[config.mk]
export PLATFORM = sky130hd
export DESIGN_NAME = slot_irq_router
export DESIGN_NICKNAME = d
export VERILOG_FILES = /design/src/rtl/slot_irq_router.sv
export SDC_FILE = /design/constraint.sdc
export NUM_CORES = 1
export LEC_CHECK = 0
export BUFFER_PORTS_ARGS = -buffer_cell sky130_fd_sc_hd__buf_4
export CORE_ASPECT_RATIO = 1.25
export CORE_MARGIN = 8
export CORE_UTILIZATION = 44
export CTS_CLUSTER_SIZE = 14
export DETAILED_ROUTE_END_ITERATION = 7
export GPL_TIMING_DRIVEN = 0
export PLACE_DENSITY = 0.81
export SYNTH_ARGS = -nofsm -noshare
export SYNTH_HDL_FRONTEND = slang
export SYNTH_SLANG_ARGS = --single-unit
[constraint.sdc]
create_clock -name clk -period 2.5 [get_ports clk]
set_input_delay 0.5 -clock clk [delete_from_list [all_inputs] [get_ports clk]]
set_output_delay 0.5 -clock clk [all_outputs]
set_load 0.02 [all_outputs]
[src/rtl/slot_irq_router.sv]
module slot_irq_router #(
  parameter int SLOT_W      = 5,
  parameter int PIN_W       = 2,
  parameter int LINE_W      = 8,
  parameter int LINE_BASE   = 32,
  parameter int NUM_LINES   = 32,
  parameter int SLOT_QUAD   = 5,
  parameter int SLOT_SOLO_A = 6,
  parameter int SLOT_SOLO_B = 7,
  parameter int SLOT_EXP_LO = 8,
  parameter int SLOT_EXP_HI = 12,
  parameter int SOLO_A_OFS  = 4,
  parameter int SOLO_B_OFS  = 5,
  parameter int EXP_OFS     = 6
) (
  input  logic                 clk,
  input  logic                 rst_n,
  input  logic [SLOT_W-1:0]    slot_i,
  input  logic [PIN_W-1:0]     pin_i,
  input  logic                 chg_i,
  input  logic [NUM_LINES-1:0] edge_cfg_i,
  input  logic [NUM_LINES-1:0] pol_cfg_i,
  output logic [LINE_W-1:0]    line_o,
  output logic                 irq_o
);
  localparam int IDX_W = $clog2(NUM_LINES);
  localparam logic [LINE_W:0] WIN_LO = (LINE_W+1)'(LINE_BASE);
  localparam logic [LINE_W:0] WIN_HI = (LINE_W+1)'(LINE_BASE + NUM_LINES);

  logic             lvl_q, pls_q;
  logic             in_win;
  logic [IDX_W-1:0] idx;

  always_comb begin
    if (slot_i == SLOT_W'(SLOT_QUAD))
      line_o = LINE_W'(pin_i[1:0]) + LINE_W'(LINE_BASE);        // pin mod 4
    else if (slot_i == SLOT_W'(SLOT_SOLO_A))
      line_o = LINE_W'(SOLO_A_OFS + LINE_BASE);
    else if (slot_i == SLOT_W'(SLOT_SOLO_B))
      line_o = LINE_W'(SOLO_B_OFS + LINE_BASE);
    else if (slot_i >= SLOT_W'(SLOT_EXP_LO) && slot_i <= SLOT_W'(SLOT_EXP_HI))
      line_o = LINE_W'(slot_i) - LINE_W'(SLOT_EXP_LO) + LINE_W'(pin_i)
             + LINE_W'(EXP_OFS + LINE_BASE);
    else
      line_o = LINE_W'(pin_i);
  end

  assign in_win = ({1'b0, line_o} >= WIN_LO) && ({1'b0, line_o} < WIN_HI);
  assign idx    = IDX_W'(line_o - LINE_W'(LINE_BASE));

  always_ff @(posedge clk or negedge rst_n) begin
    if (!rst_n) begin
      lvl_q <= 1'b0;
      pls_q <= 1'b0;
    end else begin
      pls_q <= 1'b0;
      if (chg_i && in_win) begin
        if (edge_cfg_i[idx]) begin
          pls_q <= 1'b1;
          lvl_q <= 1'b0;
        end else begin
          lvl_q <= pol_cfg_i[idx];
        end
      end
    end
  end

  assign irq_o = lvl_q | pls_q;

  AST_SOLO_A_LINE: assert property (@(posedge clk) disable iff (!rst_n)
    slot_i == SLOT_W'(SLOT_SOLO_A) |-> line_o == LINE_W'(LINE_BASE + SOLO_A_OFS));
  AST_SOLO_B_LINE: assert property (@(posedge clk) disable iff (!rst_n)
    slot_i == SLOT_W'(SLOT_SOLO_B) |-> line_o == LINE_W'(LINE_BASE + SOLO_B_OFS));
  AST_PASS_LOW: assert property (@(posedge clk) disable iff (!rst_n)
    (slot_i < SLOT_W'(SLOT_QUAD) || slot_i > SLOT_W'(SLOT_EXP_HI)) |-> !in_win);
  AST_EDGE_PULSE: assert property (@(posedge clk) disable iff (!rst_n)
    chg_i && in_win && edge_cfg_i[idx] |=> irq_o);
  AST_PULSE_ENDS: assert property (@(posedge clk) disable iff (!rst_n)
    pls_q && !chg_i |=> !irq_o);
  AST_LEVEL_POL: assert property (@(posedge clk) disable iff (!rst_n)
    chg_i && in_win && !edge_cfg_i[idx] |=> irq_o == $past(pol_cfg_i[idx]));
  AST_OUT_WIN_HOLD: assert property (@(posedge clk) disable iff (!rst_n)
    chg_i && !in_win && !pls_q |=> $stable(irq_o));
  AST_NO_STROBE_HOLD: assert property (@(posedge clk) disable iff (!rst_n)
    !chg_i && !pls_q |=> $stable(irq_o));
endmodule

==> reports/qor.json, run 1 <==
{
  "largest_net_degree_at_the_start_of_global_routing": 11,
  "max_buffers_root_to_sink": 2,
  "synth_seq_area_share_pct": 3.78,
  "postSynthNetCount": 267,
  "setup_viol": 5,
  "timing.final.crit_share_pct": 117,
  "worst_setup_hold_path_clk_slew_ps": 30,
  "fp.dieArea_sq_um": 5030,
  "wl_microns": 6600,
  "tritoncts": "built",
  "detailedRoute.firstIterationViolations": 176,
  "synth_top_flop_cell": "sky130_fd_sc_hd__dfrtp_1",
  "start_util_pct": 45.4,
  "mappedNetlistArea_sq_um": 1320,
  "cts-root-buf": "sky130_fd_sc_hd__clkbuf_4",
  "wl_per_cell_microns": 20.5,
  "leakagePower_nw": 1.12,
  "met3WireLength_microns": 480,
  "die_height_microns": 77.3,
  "setup_repair_after_global_routing_missed_its_margin": "true",
  "clock_latency_of_the_later_clocked_register_in_the_worst_skew_pair_ps": 240,
  "drc": 0,
  "drv_cap": 0,
  "pin_count": 83,
  "m1WireLength_microns": 2310,
  "placement.setup.worst_slack_ps": -1020,
  "length_of_routed_met2_wiring_microns": 3540,
  "finish.net_count": 373,
  "tritoncts_num_sinks": 2,
  "power.density_nw_per_um2": 316,
  "utilization_pct": 83.7,
  "timing.critical_path.buf_inv": 5,
  "timing.setup.critical_path_class": "input pin to flop",
  "dp_hpwl_microns": 4400,
  "die_x_microns": 65.1,
  "fillerInstances": 188,
  "synthesis.instances": 182,
  "grt_first_pass_wirelength_microns": 8760,
  "timing.critical_path.from_type": "input pin",
  "max-vdd-ir-drop_v": 0.000290,
  "routed.top_layer": "met4",
  "gp_congestion": 0.850,
  "postSynth.asyncResetShare_pct": 100,
  "timing.final.crit_period_ps": 2920,
  "setup_ws_ps": -417,
  "crit_slowest_cell": "sky130_fd_sc_hd__fa_2",
  "fin_hold_viols": 0,
  "setup_crit_start": "slot_i[1]",
  "grt_overflow": 0,
  "worstPathCellList": "buf_12, inv_8, ha_4, inv_2, ha_4, fa_2, nand3b_1, mux2_4, buf_6, buf_6, a31oi_4, a211oi_2, nand4_1, nand4_1, o41ai_2",
  "antenna_cells": 0,
  "synth_top_area_cell": "sky130_fd_sc_hd__nand3_1",
  "worst-endpoint-arrival_ps": 3050,
  "ys_top_cells_by_area": "sky130_fd_sc_hd__nand3_1, sky130_fd_sc_hd__ha_1, sky130_fd_sc_hd__o21ai_0",
  "worstPathMaxFanout": 4,
  "fraction_of_post_synthesis_cell_area_in_the_top_cell_type_by_area_pct": 9.83,
  "rows": 22,
  "first_global_vias": 1854,
  "htree_levels": 1,
  "result_of_the_run": "finished with violations",
  "synth_seq_cells": 2,
  "synth_enable_flop_cells": 0,
  "vias_per_cell": 6.31,
  "average_instance_area_after_synthesis_sq_um": 7.27,
  "critical_path.reg2reg.startpoint": "lvl_q$_DFFE_PN0P_",
  "antenna_left": 0,
  "drt_pass1_iterations": 6,
  "number_of_unique_standard_cell_types_used_by_synthesis": 60,
  "total_routing_usage_gr_pct": 21.1,
  "placeableCoreArea_sq_um": 2920,
  "register_area_sq_um": 50.0,
  "slew_violations": 0,
  "layout-drive-gt1-share_pct": 59.4,
  "hold_path_class": "input pin to async pin",
  "worst-endpoint-required_ps": 2640,
  "areaGrowthSynthToFinish_pct": 84.5,
  "finClkSkew_ps": 0,
  "crit_path_max_incr_delay_ps": 470,
  "max_freq_mhz": 343,
  "num_vias": 2033,
  "yosys_warnings": 0,
  "hold_slack_ps": 33.4,
  "cts-buffers-inserted": 3,
  "failed_checks": "setup timing",
  "grt_antenna_before_repair": 0,
  "multi_input_area_sq_um": 1400,
  "critPathTopFamily": "adder cells",
  "critPathCaptureType": "flop",
  "ff2ff_setup_slack_ps": 1850,
  "place.port_buffers": 81
}
[flip-flops by register name (all words and copies together), names as in the netlist]
signal	flops
pls_q	1
lvl_q	1
[placed cells by master, fill, tap and decap left out, types with 3 or more instances in the layout]
cell type,synthesis,final
sky130_fd_sc_hd__a211oi_1,8,6
sky130_fd_sc_hd__a211oi_2,1,3
sky130_fd_sc_hd__a31oi_1,5,3
sky130_fd_sc_hd__and3_1,8,8
sky130_fd_sc_hd__and3_2,3,3
sky130_fd_sc_hd__buf_2,3,3
sky130_fd_sc_hd__buf_4,1,93
sky130_fd_sc_hd__buf_6,3,9
sky130_fd_sc_hd__clkbuf_4,0,3
sky130_fd_sc_hd__ha_1,10,6
sky130_fd_sc_hd__ha_4,0,3
sky130_fd_sc_hd__inv_2,0,4
sky130_fd_sc_hd__mux2i_1,4,3
sky130_fd_sc_hd__nand2_1,12,10
sky130_fd_sc_hd__nand3_1,26,25
sky130_fd_sc_hd__nand3b_1,4,4
sky130_fd_sc_hd__nand4_1,5,5
sky130_fd_sc_hd__nor2_1,6,3
sky130_fd_sc_hd__nor2_4,1,3
sky130_fd_sc_hd__o21ai_0,18,18
sky130_fd_sc_hd__xor2_1,3,3
[metal layers]
| layer | vias up | GRT usage, % |
|---|---|---|
| met3 | 29 | 4.51 |
| met2 | 132 | 39.2 |
| met1 | 962 | 23.3 |
| met4 | 0 | 5.25 |
| met5 | - | 0 |
| li1 | 910 | - |
[cell families after synthesis]
kind of cell	share of synthesized area (%)
simple gates	35.2
mux	5.01
flops	3.78
buf+inv	8.22
fa+ha+maj	11.0
xor+xnor	1.99
compound gates	34.6
other cells	0.283
[cell usage after synthesis, drive strengths merged, types with 3 or more instances]
| cell | number |
|---|---|
| nand3 | 26 |
| o21ai | 21 |
| nand2 | 13 |
| and3 | 11 |
| ha | 10 |
| inv | 10 |
| a211oi | 9 |
| nor2 | 9 |
| buf | 7 |
| a31oi | 5 |
| nand4 | 5 |
| mux2i | 4 |
| nand3b | 4 |
| a21oi | 3 |
| a311oi | 3 |
| o21a | 3 |
| xor2 | 3 |
[layout make-up]
cell class	instances	share of cell area (%)
clock buffer	3	0.922
inverter	11	2.61
timing repair buffer	100	32.5
tap	36	1.84
multi-input combinational	161	57.4
buffer	9	2.66
sequential	2	2.05
[power by group]
group / internal, mW / leakage [nW] / switching [mW]
registers: 0.0400 / 0.0268 / 0.00460
logic: 0.316 / 1.08 / 0.329
clock network: 0.0537 / 0.0138 / 0.0275
[metrics by stage]
stage	instance area, sq um	total power [mW]	TNS [ps]	cells
after CTS	2170	0.652	-919	309
after floorplan	1370	0.349	-554	182
final	2440	0.771	-1130	322
after detailed placement	2020	0.534	-3150	299
after global placement	2020	0.528	-3040	299
after global routing	2440	0.810	-1540	322
[final timing paths]
kind / endpoint / cells after the start
max: lvl_q$_DFFE_PN0P_ / 15
min reg2reg: lvl_q$_DFFE_PN0P_ / 2
min in group clk: lvl_q$_DFFE_PN0P_ / 2
max in group asynchronous: pls_q$_DFF_PN0_ / 1
max reg2reg: lvl_q$_DFFE_PN0P_ / 2
min: lvl_q$_DFFE_PN0P_ / 1
[timing repair]
| item | in CTS | in global routing |
|---|---|---|
| endpoints found under the hold margin | 0 | 0 |
| buffers inserted | 7 | 12 |
| pin swaps | 10 | 15 |
| resized for setup | 18 | 37 |
| hold buffers | 0 | 0 |
| cloned | 0 | 1 |
| endpoints found under the setup margin | 8 | 9 |
Power figures use the tool's default switching activity.
==> inputs of run 2 (changes only) <==
CORE_MARGIN = 3   (was 8)
==> run 2 against run 1 <==
Compared with the run above:
- the flow still finishes with violations (setup timing)
- utilization increased by 9.2 points
- power increased by 13%
- clock power increased by 6.2%
- sequential power increased by 2%
- wire length increased by 31%
- highest routed layer unchanged
- setup slack got worse by 190 ps
- critical endpoint unchanged
- sequential cell count unchanged
- non-clock buffer count increased by 15
- worst hold slack got worse by 5.5 ps
- design area increased by 5.9%
- critical path depth decreased by 1
==> reports/qor.json, run 2 (synthesized netlist as in run 1, its figures left out) <==
{
  "drv_cap": {"value": 0, "change": "unchanged"},
  "utilization": {"value": 92.9, "unit": "%", "change": "+9.2 points"},
  "worst-r2r-cell-count": {"value": 2, "change": "unchanged"},
  "setup_ws": {"value": -607, "unit": "ps", "change": "-190 ps"},
  "rows": {"value": 21, "change": "-4.5%"},
  "layout_commonest_cell": "sky130_fd_sc_hd__buf_4",
  "worstPathMaxFanout": {"value": 6, "change": "+2"},
  "rr_endpoint": "lvl_q$_DFFE_PN0P_",
  "slew_violations": {"value": 0, "change": "unchanged"},
  "critical_path.reg2reg.startpoint": "lvl_q$_DFFE_PN0P_",
  "setup_repair_after_global_routing_missed_its_margin": "true",
  "overall_power": {"value": 0.869, "unit": "mW", "change": "+13%"},
  "vias_per_cell": {"value": 7.20, "change": "+14%"},
  "timing.final.crit_share": {"value": 124, "unit": "%", "change": "+7.6 points"},
  "clock_latency_of_the_later_clocked_register_in_the_worst_skew_pair": {"value": 250, "unit": "ps", "change": "about the same"},
  "final_cell_mix": "sky130_fd_sc_hd__buf_4, sky130_fd_sc_hd__nand3_1, sky130_fd_sc_hd__o21ai_0, sky130_fd_sc_hd__buf_6, sky130_fd_sc_hd__nand2_1",
  "hold_slack": {"value": 28.0, "unit": "ps", "change": "-5.45 ps"},
  "gp_congestion": {"value": 0.890, "change": "+4.8%"},
  "multi_input_area": {"value": 1400, "unit": "sq um", "change": "-0.18%"},
  "grt_overflow": {"value": 0, "change": "unchanged"},
  "max-vdd-ir-drop": {"value": 0.000360, "unit": "V", "change": "+24%"},
  "dp_hpwl": {"value": 3880, "unit": "microns", "change": "-12%"},
  "timing.final.crit_period": {"value": 3110, "unit": "ps", "change": "+190 ps"},
  "cts-buffers-inserted": {"value": 3, "change": "unchanged"},
  "timing.setup.critical_path_class": "input pin to flop",
  "htree_levels": {"value": 1, "change": "unchanged"},
  "hold_path_class": "input pin to async pin",
  "worst_setup_hold_path_clk_slew": {"value": 40, "unit": "ps", "change": "about the same"},
  "total_routing_usage_gr": {"value": 30.9, "unit": "%", "change": "+9.8 points"},
  "layout-drive-gt1-share": {"value": 60.7, "unit": "%", "change": "+1.2 points"},
  "biggestRegsByFlops": "lvl_q: 1 flops, pls_q: 1 flops",
  "dpl.cell_count": {"value": 297, "change": "-0.67%"},
  "wl_per_cell": {"value": 25.9, "unit": "microns", "change": "+26%"},
  "antenna_cells": {"value": 0, "change": "unchanged"},
  "placeableCoreArea": {"value": 2790, "unit": "sq um", "change": "-4.5%"},
  "start_util": {"value": 47.5, "unit": "%", "change": "+2.2 points"},
  "grt_antenna_before_repair": {"value": 0, "change": "unchanged"},
  "first_global_vias": {"value": 1876, "change": "+1.2%"},
  "detailedRoute.firstIterationViolations": {"value": 266, "change": "+51%"},
  "critPathCaptureType": "flop",
  "worst-endpoint-required": {"value": 2610, "unit": "ps", "change": "-30 ps"},
  "register_area": {"value": 50.0, "unit": "sq um", "change": "unchanged"},
  "largest_net_degree_at_the_start_of_global_routing": {"value": 11, "change": "unchanged"},
  "pin_count": {"value": 83, "change": "unchanged"},
  "die_x": {"value": 55.1, "unit": "microns", "change": "-15%"},
  "power.density": {"value": 336, "unit": "nW/um^2", "change": "+6.5%"},
  "finClkSkew": {"value": 0, "unit": "ps", "change": "unchanged"},
  "failed_checks": "setup timing",
  "place.port_buffers": {"value": 81, "change": "unchanged"},
  "cts-root-buf": "sky130_fd_sc_hd__clkbuf_4",
  "placed_area": {"value": 2020, "unit": "sq um", "change": "-0.12%"},
  "placement.setup.worst_slack": {"value": -1080, "unit": "ps", "change": "-59.8 ps"},
  "tritoncts": "built",
  "leakagePower": {"value": 1.22, "unit": "nW", "change": "+8.1%"},
  "max_buffers_root_to_sink": {"value": 2, "change": "unchanged"},
  "areaGrowthSynthToFinish_pct": 95.5,
  "fin_cells": {"value": 334, "change": "+3.7%"},
  "antenna_left": {"value": 0, "change": "unchanged"},
  "fin_hold_viols": {"value": 0, "change": "unchanged"},
  "layout.cell_area.non_filler": {"value": 2590, "unit": "sq um", "change": "+5.9%"},
  "max_freq": {"value": 322, "unit": "MHz", "change": "-6.1%"},
  "ff2ff_setup_slack": {"value": 1750, "unit": "ps", "change": "-100 ps"},
  "finish.net_count": {"value": 387, "change": "+3.8%"},
  "timing.critical_path.from_type": "input pin",
  "tritoncts_num_sinks": {"value": 2, "change": "unchanged"},
  "num_vias": {"value": 2406, "change": "+18%"},
  "tns": {"value": -1840, "unit": "ps", "change": "-705 ps"},
  "die_height": {"value": 67.3, "unit": "microns", "change": "-13%"},
  "fillerInstances": {"value": 103, "change": "-45%"},
  "worst-endpoint-arrival": {"value": 3220, "unit": "ps", "change": "+170 ps"},
  "drt_pass1_iterations": {"value": 7, "change": "+1"},
  "cts.hold.buffers_added": {"value": 0, "change": "unchanged"},
  "wl": {"value": 8640, "unit": "microns", "change": "+31%"},
  "result_of_the_run": "finished with violations",
  "setup_viol": {"value": 8, "change": "+3"},
  "grt_first_pass_wirelength": {"value": 8410, "unit": "microns", "change": "-3.9%"},
  "drc": {"value": 0, "change": "unchanged"},
  "fp.dieArea": {"value": 3710, "unit": "sq um", "change": "-26%"}
}
[run 2: repair_timing]
item | CTS | global route
resized for setup | 25 | 37
pin swaps | 15 | 27
setup buffers | 18 | 16
gates cloned | 0 | 0
endpoints found under the setup margin | 8 | 9
[run 2: layout make-up]
cell class              instances  share of cell area [%]
clock buffers                   3                   0.870
plain buffers                   9                    2.66
multi-input cells             160                    54.1
flip-flops and latches          2                    1.93
repair buffers                115                    36.2
inverters                      11                    2.56
well taps                      34                    1.64
[run 2: power by group]
group	switching (mW)	internal (mW)	leakage (nW)	total [mW]
Combinational	0.389	0.349	1.18	0.737
Sequential	0.00570	0.0400	0.0268	0.0457
Clock	0.0322	0.0540	0.0138	0.0862
Total	0.426	0.443	1.22	0.869
[run 2: worst max path at each step]
stage	start	end	slack, ps	cells past startpoint
after floorplan	slot_i[1]	lvl_q$_DFFE_PN0P_	-430	12
after global placement	slot_i[1]	lvl_q$_DFFE_PN0P_	-1100	12
after detailed placement	slot_i[1]	lvl_q$_DFFE_PN0P_	-1080	12
after CTS	pin_i[1]	lvl_q$_DFFE_PN0P_	-410	13
after global routing	pin_i[1]	lvl_q$_DFFE_PN0P_	-730	14
final	pin_i[1]	lvl_q$_DFFE_PN0P_	-610	14
[run 2: per-layer routing]
layer / vias to the layer above / wire [microns] / track usage (%)
met2: 284 / 3890 / 54.9
met3: 114 / 1020 / 6.62
met1: 1071 / 2820 / 33.4
li1: 937 / - / -
met4: 0 / 905 / 14.9
met5: - / 0 / 0
[run 2: worst max-delay path, cell delays in order]
cell and delay [ps]:
sky130_fd_sc_hd__buf_8 100, sky130_fd_sc_hd__inv_6 50, sky130_fd_sc_hd__ha_4 190, sky130_fd_sc_hd__inv_2 70, sky130_fd_sc_hd__ha_4 140, sky130_fd_sc_hd__fa_2 450
sky130_fd_sc_hd__buf_4 170, sky130_fd_sc_hd__nand2_4 100, sky130_fd_sc_hd__o31ai_4 120, sky130_fd_sc_hd__buf_4 170, sky130_fd_sc_hd__a31o_1 170, sky130_fd_sc_hd__a2111oi_2 460
sky130_fd_sc_hd__a311oi_2 90, sky130_fd_sc_hd__o41ai_2 430
